<file path="config.mk">
export PLATFORM = sky130hd
export DESIGN_NAME = serial_char_rx
export DESIGN_NICKNAME = d
export VERILOG_FILES = /design/src/rtl/srx_pkg.sv /design/src/rtl/srx_sync.sv /design/src/rtl/srx_parity.sv /design/src/rtl/srx_ctrl.sv /design/src/rtl/serial_char_rx.sv
export SDC_FILE = /design/constraint.sdc
export NUM_CORES = 1
export LEC_CHECK = 0
export BUFFER_PORTS_ARGS = -buffer_cell sky130_fd_sc_hd__buf_4
export CAP_MARGIN = 20
export CORE_ASPECT_RATIO = 0.5
export CORE_MARGIN = 1
export CORE_UTILIZATION = 40
export CTS_CLUSTER_SIZE = 25
export DETAILED_ROUTE_END_ITERATION = 10
export GPL_TIMING_DRIVEN = 0
export HOLD_SLACK_MARGIN = 0.02
export PLACE_DENSITY = 0.57
export SYNTH_ARGS = -nofsm -noshare
export SYNTH_HDL_FRONTEND = slang
export SYNTH_SLANG_ARGS = --single-unit
</file>
<file path="constraint.sdc">
create_clock -name clk -period 2.06 [get_ports clk]
set_input_delay 0.103 -clock clk [delete_from_list [all_inputs] [get_ports clk]]
set_output_delay 0.103 -clock clk [all_outputs]
set_load 0.1 [all_outputs]
</file>
<file path="src/rtl/srx_pkg.sv">
package srx_pkg;
  localparam int SRX_DW   = 8;
  localparam int SRX_MINW = 5;
  localparam int SRX_WLW  = $clog2(SRX_DW - SRX_MINW + 1);

  typedef enum logic [2:0] {
    ST_HUNT  = 3'd0,
    ST_START = 3'd1,
    ST_DATA  = 3'd2,
    ST_PAR   = 3'd3,
    ST_STOP  = 3'd4
  } srx_state_e;

  typedef struct packed {
    logic [SRX_WLW-1:0] wlen;
    logic               par_en;
    logic               par_even;
    logic               par_stick;
  } srx_cfg_t;
endpackage

</file>
<file path="src/rtl/srx_sync.sv">
module srx_sync #(
  parameter int STAGES = 2
) (
  input  logic clk,
  input  logic rst,
  input  logic din,
  output logic dout
);
  logic [STAGES-1:0] sr;

  generate
    if (STAGES == 1) begin : g_one
      always_ff @(posedge clk) begin
        if (rst) sr <= '0;
        else     sr <= din;
      end
    end else begin : g_chain
      always_ff @(posedge clk) begin
        if (rst) sr <= '0;
        else     sr <= {sr[STAGES-2:0], din};
      end
    end
  endgenerate

  assign dout = sr[STAGES-1];
endmodule

</file>
<file path="src/rtl/srx_parity.sv">
module srx_parity
  import srx_pkg::*;
#(
  parameter int DW = SRX_DW
) (
  input  logic [DW-1:0] data,
  input  logic          par_bit,
  input  srx_cfg_t      cfg,
  output logic          perr
);
  logic ones_odd;

  always_comb begin
    ones_odd = ^data;
    if (!cfg.par_en)         perr = 1'b0;
    else if (cfg.par_stick)  perr = (par_bit != ~cfg.par_even);
    else if (cfg.par_even)   perr = (ones_odd ^ par_bit);
    else                     perr = ~(ones_odd ^ par_bit);
  end
endmodule

</file>
<file path="src/rtl/srx_ctrl.sv">
module srx_ctrl
  import srx_pkg::*;
#(
  parameter int OVS  = 16,
  parameter int DW   = SRX_DW,
  parameter int MINW = SRX_MINW
) (
  input  logic          clk,
  input  logic          rst,
  input  logic          tick,
  input  logic          rxd_s,
  input  srx_cfg_t      cfg_i,
  output logic          done,
  output logic [DW-1:0] word,
  output logic          par_bit,
  output logic          stop_bit,
  output srx_cfg_t      cfg_q
);
  localparam int CW   = $clog2(OVS);
  localparam int BW   = $clog2(DW);
  localparam int HALF = OVS / 2;

  srx_state_e    state;
  logic [CW-1:0] tcnt;
  logic [BW-1:0] bidx;
  logic          line_hi;
  logic [BW-1:0] last_idx;
  logic          half_hit;
  logic          full_hit;

  assign last_idx = BW'(MINW - 1) + BW'(cfg_q.wlen);
  assign half_hit = (tcnt == CW'(HALF - 1));
  assign full_hit = (tcnt == CW'(OVS - 1));

  always_ff @(posedge clk) begin
    if (rst) begin
      state    <= ST_HUNT;
      tcnt     <= '0;
      bidx     <= '0;
      line_hi  <= 1'b0;
      word     <= '0;
      par_bit  <= 1'b0;
      stop_bit <= 1'b1;
      done     <= 1'b0;
      cfg_q    <= '0;
    end else begin
      done <= 1'b0;
      if (tick) begin
        case (state)
          ST_HUNT: begin
            if (rxd_s) begin
              line_hi <= 1'b1;
            end else if (line_hi) begin
              state <= ST_START;
              tcnt  <= '0;
              bidx  <= '0;
              word  <= '0;
              cfg_q <= cfg_i;
            end
          end
          ST_START: begin
            if (half_hit) begin
              tcnt <= '0;
              if (rxd_s) begin
                state   <= ST_HUNT;
                line_hi <= 1'b1;
              end else begin
                state <= ST_DATA;
              end
            end else begin
              tcnt <= tcnt + 1'b1;
            end
          end
          ST_DATA: begin
            if (full_hit) begin
              tcnt       <= '0;
              word[bidx] <= rxd_s;
              if (bidx == last_idx) begin
                bidx  <= '0;
                state <= cfg_q.par_en ? ST_PAR : ST_STOP;
              end else begin
                bidx <= bidx + 1'b1;
              end
            end else begin
              tcnt <= tcnt + 1'b1;
            end
          end
          ST_PAR: begin
            if (full_hit) begin
              tcnt    <= '0;
              par_bit <= rxd_s;
              state   <= ST_STOP;
            end else begin
              tcnt <= tcnt + 1'b1;
            end
          end
          ST_STOP: begin
            if (full_hit) begin
              tcnt     <= '0;
              stop_bit <= rxd_s;
              done     <= 1'b1;
              line_hi  <= rxd_s;
              state    <= ST_HUNT;
            end else begin
              tcnt <= tcnt + 1'b1;
            end
          end
          default: state <= ST_HUNT;
        endcase
      end
    end
  end
endmodule

</file>
<file path="src/rtl/serial_char_rx.sv">
module serial_char_rx
  import srx_pkg::*;
#(
  parameter int OVS       = 16,
  parameter int DW        = SRX_DW,
  parameter int MINW      = SRX_MINW,
  parameter int SYNC_LEN  = 2,
  localparam int WLW      = SRX_WLW
) (
  input  logic           clk,
  input  logic           rst,
  input  logic           tick,
  input  logic [WLW-1:0] cfg_wlen,
  input  logic           cfg_par_en,
  input  logic           cfg_par_even,
  input  logic           cfg_par_stick,
  input  logic           rxd,
  output logic [DW-1:0]  rx_data,
  output logic           rx_valid,
  output logic           rx_perr,
  output logic           rx_ferr
);
  logic          rxd_s;
  logic          done;
  logic [DW-1:0] word;
  logic          par_bit;
  logic          stop_bit;
  logic          perr_c;
  srx_cfg_t      cfg_in;
  srx_cfg_t      cfg_q;
  logic [WLW-1:0] lat_wlen;
  logic           lat_par_en;

  assign cfg_in     = '{wlen: cfg_wlen, par_en: cfg_par_en,
                        par_even: cfg_par_even, par_stick: cfg_par_stick};
  assign lat_wlen   = cfg_q.wlen;
  assign lat_par_en = cfg_q.par_en;

  srx_sync #(.STAGES(SYNC_LEN)) u_sync (
    .clk (clk),
    .rst (rst),
    .din (rxd),
    .dout(rxd_s)
  );

  srx_ctrl #(.OVS(OVS), .DW(DW), .MINW(MINW)) u_ctrl (
    .clk     (clk),
    .rst     (rst),
    .tick    (tick),
    .rxd_s   (rxd_s),
    .cfg_i   (cfg_in),
    .done    (done),
    .word    (word),
    .par_bit (par_bit),
    .stop_bit(stop_bit),
    .cfg_q   (cfg_q)
  );

  srx_parity #(.DW(DW)) u_par (
    .data   (word),
    .par_bit(par_bit),
    .cfg    (cfg_q),
    .perr   (perr_c)
  );

  always_ff @(posedge clk) begin
    if (rst) begin
      rx_data  <= '0;
      rx_valid <= 1'b0;
      rx_perr  <= 1'b0;
      rx_ferr  <= 1'b0;
    end else begin
      rx_valid <= done;
      rx_perr  <= done & perr_c;
      rx_ferr  <= done & ~stop_bit;
      if (done) rx_data <= word;
    end
  end
endmodule

</file>
# After elaboration in Yosys (flattened, before gate mapping)
# Cells that the tools add are included.
# W data, S select, Z words.
# totals
mem_count	0
latchBits	0
input_bits	9
rom_bits	0
register_bits	40
ram_bits	0
# op_classes
muxes	35
n_div	0
n_eq_ne	15
n_mul	0
reduce_logical	15
add_sub_neg	3
magnitude_cmp	2
shift	0
bitwise	9
# op_table
cell	n
$mux W3	12
$mux W8	3
$mux W4	4
$pmux W8 S2	1
$pmux W3 S5	1
$ne A2 B1 Y1 const B	6
$pmux W4 S3	1
$reduce_and A4 Y1	3
$bwmux W8	1
$mux W1	8
$reduce_and A8 Y1	1
$reduce_xor A8 Y1	1
$eq A3 B2 Y1 const B	2
$not A1 Y1	6
$pmux W3 S2	1
$reduce_and A3 Y1	2
$reduce_bool A3 Y1	2
$reduce_or A3 Y1	2
$reduce_and A5 Y1	1
$add A4 B1 Y4 const B	1
$eq A4 B3 Y1 const B	1
$eq A4 B4 Y1 const B	1
$lt A3 B4 Y1 const B	1
$add A3 B1 Y3 const B	1
other kinds (15)	16

# Logic depth before layout (Yosys ltp)
# depth
depth_word	7
mapped_depth	7

# Modules after synthesis
# A second synthesis with hierarchy kept.
# hier_totals
hier_cells	211
area_unflattened_um2	1906.8
# modules_own_cells
module	seq_area_each_um2	area_per_inst_um2	cells_each	instances
srx_ctrl	540.5	1386.3	164	1
serial_char_rx	220.2	379.1	32	1
srx_parity	0.0	88.8	11	1
srx_sync	40.0	52.6	4	1

# Worst setup path after synthesis
# Ideal clock, no wire load.
# synth_timing
kind	reg2reg
startpoint	reg u_ctrl.tcnt[0]
endpoint	reg u_ctrl.state[0]
path_buffers	0
setup_time_ns	0.070
setup_slack_ns	0.311
stages_incl_launch_ff	7
period_less_slack_ns	1.749
t_arrival_ns	1.679
path_cell_list	dfxtp_1 -> ha_1 -> nand3_1 -> a22oi_2 -> nand4_4 -> or4_1 -> a21oi_1
# synth_between
elab_chain_cells	3
# synth_rtl
item	line	source
start, declared	srx_ctrl.sv:24	logic [CW-1:0] tcnt;
start signal, assigned	srx_ctrl.sv:71	tcnt <= tcnt + 1'b1;
start signal, assigned	srx_ctrl.sv:85	tcnt <= tcnt + 1'b1;
start signal, assigned	srx_ctrl.sv:94	tcnt <= tcnt + 1'b1;
$eq A4 B4 Y1 / $eq A4 B3 Y1 (equally long branches)	srx_ctrl.sv:33, srx_ctrl.sv:32	
$ne A2 B1 Y1 (no source line)	n/a	
$reduce_and A8 Y1 (no source line) (*)	n/a	
end signal, assigned	srx_ctrl.sv:80	state <= cfg_q.par_en ? ST_PAR : ST_STOP;
end, declared	srx_ctrl.sv:23	srx_state_e state;
# Every way passes the cells marked *; elsewhere a longest branch is shown, timed or not.
# A chain may end at the register's enable or synchronous reset.

# Final worst setup path
# Same ends and word-level chain as after synthesis.

==> flow_summary_export.csv <==
group,metric,value,unit
yosys,synth_common_cells,"dfxtp_1 (40), nor2_1 (29), a21oi_1 (24)",
worst_setup_path,critPathCaptureType,"flop",
cts,h-tree-depth,2,
yosys,synth-seq-area-share,0.424,
drt,vias_per_cell,5.24,
sta,rsz0062_at_grt,"false",
yosys,synth_area,0.00189,sq mm
yosys,synthArstFlopShare,0,
sta,fin_tns_setup,0,ns
worst_setup_path,critPathArrivalTime,2.16,ns
yosys,synth_adder_area_share,0.0132,
cts,post_cts_buffers,0,
grt,antenna_found_initial,0,
yosys,ys.flop_type,"dfxtp_1",
yosys,synth.distinct_cells,40,
sta,fin_skew,0.00427,ns
yosys,synth_compound_area_frac,0.160,
drt,post_drt_wl_per_cell,13.5,um
grt,grt_overflow,0,
grt,grt_pass1_wl,6.86,mm
die,rows,17,
power_and_ir_drop,clkPwrFrac,0.426,
die,fp.coreArea,0.00447,sq mm
power_and_ir_drop,p_switching,0.000320,W
cts,cts_buffers,5,
flow_run,cap_violations,0,
yosys,syn-instance-count,218,
sta,hold_violations,0,
yosys,yosysMostFrequentCell,"dfxtp_1",
cts,clk_latency,0.30,ns
yosys,synth_top_area_frac,0.424,
cts,cts.clk_slew.worst_paths,0.07,ns
drt,ant_nets,0,
finish,fin_util,0.499,
power_and_ir_drop,power_frac_seq,0.527,
yosys,postSynthAreaPerCell,8.67,sq um
power_and_ir_drop,power_frac_comb,0.047,
status,status,"finished clean",
grt,grt_start_max_net_pins,13,
finish,fin_area,0.00223,sq mm
die,start_util,0.423,
yosys,synth_mux_area_frac,0.0795,
die,die_height,50.6,um
finish,fin_cells,303,
grt,grt_usage,0.182,
yosys,synth_top_cell_by_area,"dfxtp_1",
die,die_width,99.2,um
sta,maxSlewViolCount,0,
cts,clk_path_buf_depth,2,
placed_design,portBuffers,18,
worst_hold_path,hp-class,"in2reg",
yosys,yosysWarnings,0,
power_and_ir_drop,ir_drop,0.248,mV
finish,nets,256,
drt,drcViolationCount,0,
drt,first_pass_iters,4,
finish,drive_above_1_share,0.150,
cts,cts_tree,"built",
yosys,synth_edf_count,0,
yosys,synth-simple-area-share,0.226,
placed_design,gp_congestion,0.849,
drt,vias,1589,
drt,drtIter0Drc,40,
cts,root_buffer,"clkbuf_8",
yosys,synth_area_leaders,"dfxtp_1 (42%), mux2i_1 (7.9%), a21oi_1 (6.4%)",
sta,worst_pin_slew,0.666,ns
placed_design,dp_hpwl,2.94,mm
placed_design,dpl_cell_area,0.00210,sq mm
yosys,synth_fp_nets,229,
sta,period_needed,1.93,ns
drt,routed_wl,4.09,mm
finish,antenna_cells,0,
sta,setup_violations,0,
die,ios,20,
power_and_ir_drop,swShare,0.215,
worst_setup_path,crit_type,"reg2reg",
yosys,synth_seq_cells,40,
placed_design,dp_cells,293,
die,dieArea,0.00502,sq mm
power_and_ir_drop,cellPowerDensity,666,mW/mm^2
cts,clock-sinks,40,
finish,areaGrowthSynthToFinish,18.0,%
sta,fin_crit_sh,0.936,
power_and_ir_drop,internal_power,0.00116,W
yosys,synth_xor_area_frac,0.0556,
sta,slew_headroom,0.556,
worst_setup_path,startpoint_type,"flop",
yosys,synth_top_family_by_area,"simple AND/OR/NAND/NOR gates",
worst_setup_path,crit_required,2.29,ns
grt,grt_pass1_vias,1450,
worst_setup_path,cp_max_fo,6,
sta,max_freq,519,MHz
power_and_ir_drop,power.leakage,0.869,nW
path summary, 6_finish.rpt:
check | from | end | slack, ns | depth (start not counted)
worst min-delay path | cfg_wlen[0] | u_ctrl.cfg_q[3] | 0.03 | 3
worst max register to register | u_ctrl.tcnt[0] | u_ctrl.state[0] | 0.13 | 6
worst min register to register | u_ctrl.stop_bit | rx_ferr | 0.42 | 1
worst max-delay path | u_ctrl.tcnt[0] | u_ctrl.state[0] | 0.13 | 6
cell usage in the layout, fill, tap and decap left out, types with 2 or more instances in the layout:
cell,count
buf_4,19
or4_1,2
or3b_1,2
buf_2,3
nor2b_1,9
or3_1,2
xor2_1,4
nand4_1,5
o21ai_1,2
inv_1,5
dlygate4sd3_1,2
clkbuf_8,5
nand2_1,16
nand2b_1,2
nand3_1,7
a21oi_1,24
a31oi_1,3
nor3_1,2
xnor2_1,8
ha_1,2
nor2_1,29
mux2i_1,15
dfxtp_1,40
o21ai_0,11
clkbuf_1,6
state kept, by name, summed over array words and instances, names as in the netlist, 2 cells and up:
name          cells
u_ctrl.bidx       3
u_ctrl.word       8
u_ctrl.cfg_q      5
u_ctrl.tcnt       4
rx_data           8
u_ctrl.state      3
u_sync.sr         2
layout make-up:
type                    count  area (sq um)
fillers                   448          2240
multi-input cells         161          1010
flip-flops and latches     40           801
repair buffers             20           155
clock buffers               6          72.6
well taps                  57          71.3
plain buffers              12          61.3
clock inverters             2          35.0
inverters                   5          18.8
logic make-up (layout without fill, tap and decap cells):
logic type	Yosys count	count (layout)
buffers and inverters	17	45
and+or+nand+nor	83	83
adders and majority gates	2	2
DFF	40	40
muxes	15	15
xor gates and xnor gates	12	12
AOI/OAI and AO/OA	49	49
stage by stage:
step / hold WS, ns / setup WS [ns] / total power [W]
global placement: 0.306 / 0.119 / 0.000866
finish: 0.0350 / 0.132 / 0.00148
CTS: 0.0287 / 0.0650 / 0.00150
detailed placement: 0.310 / 0.102 / 0.000866
floorplan: 0.193 / 0.311 / 0.000841
global route: 0.0407 / 0.00168 / 0.00154
worst max-delay path, stage by stage, from the launching register on:
cell and delay [ns]:
dfxtp_1 0.37, ha_1 0.28, nand3_2 0.18, a22oi_2 0.24, nand4_4 0.15, or4_1 0.50
a21oi_1 0.14
power by group through the flow:
stage / sequential, W / clock (W) / combinational, W
after CTS: 0.000782 / 0.000647 / 0.0000696
after detailed placement: 0.000800 / 0 / 0.0000663
after global routing: 0.000783 / 0.000685 / 0.0000757
final: 0.000782 / 0.000633 / 0.0000697
after global placement: 0.000800 / 0 / 0.0000655
after floorplan: 0.000799 / 0 / 0.0000426
metal layers:
metal,up-vias,global-route usage,wire [um]
li1,814,-,-
met1,738,0.241,2100
met2,32,0.290,1780
met3,5,0.0474,170
met4,0,0.0613,38
met5,-,0,0
repair_timing:
| action | in CTS | in global routing |
|---|---|---|
| hold buffers | 2 | 0 |
| endpoints found under the setup margin | 0 | 1 |
| resized for setup | 0 | 3 |
| hold endpoints to repair | 2 | 0 |
Power figures use the tool's default switching activity.
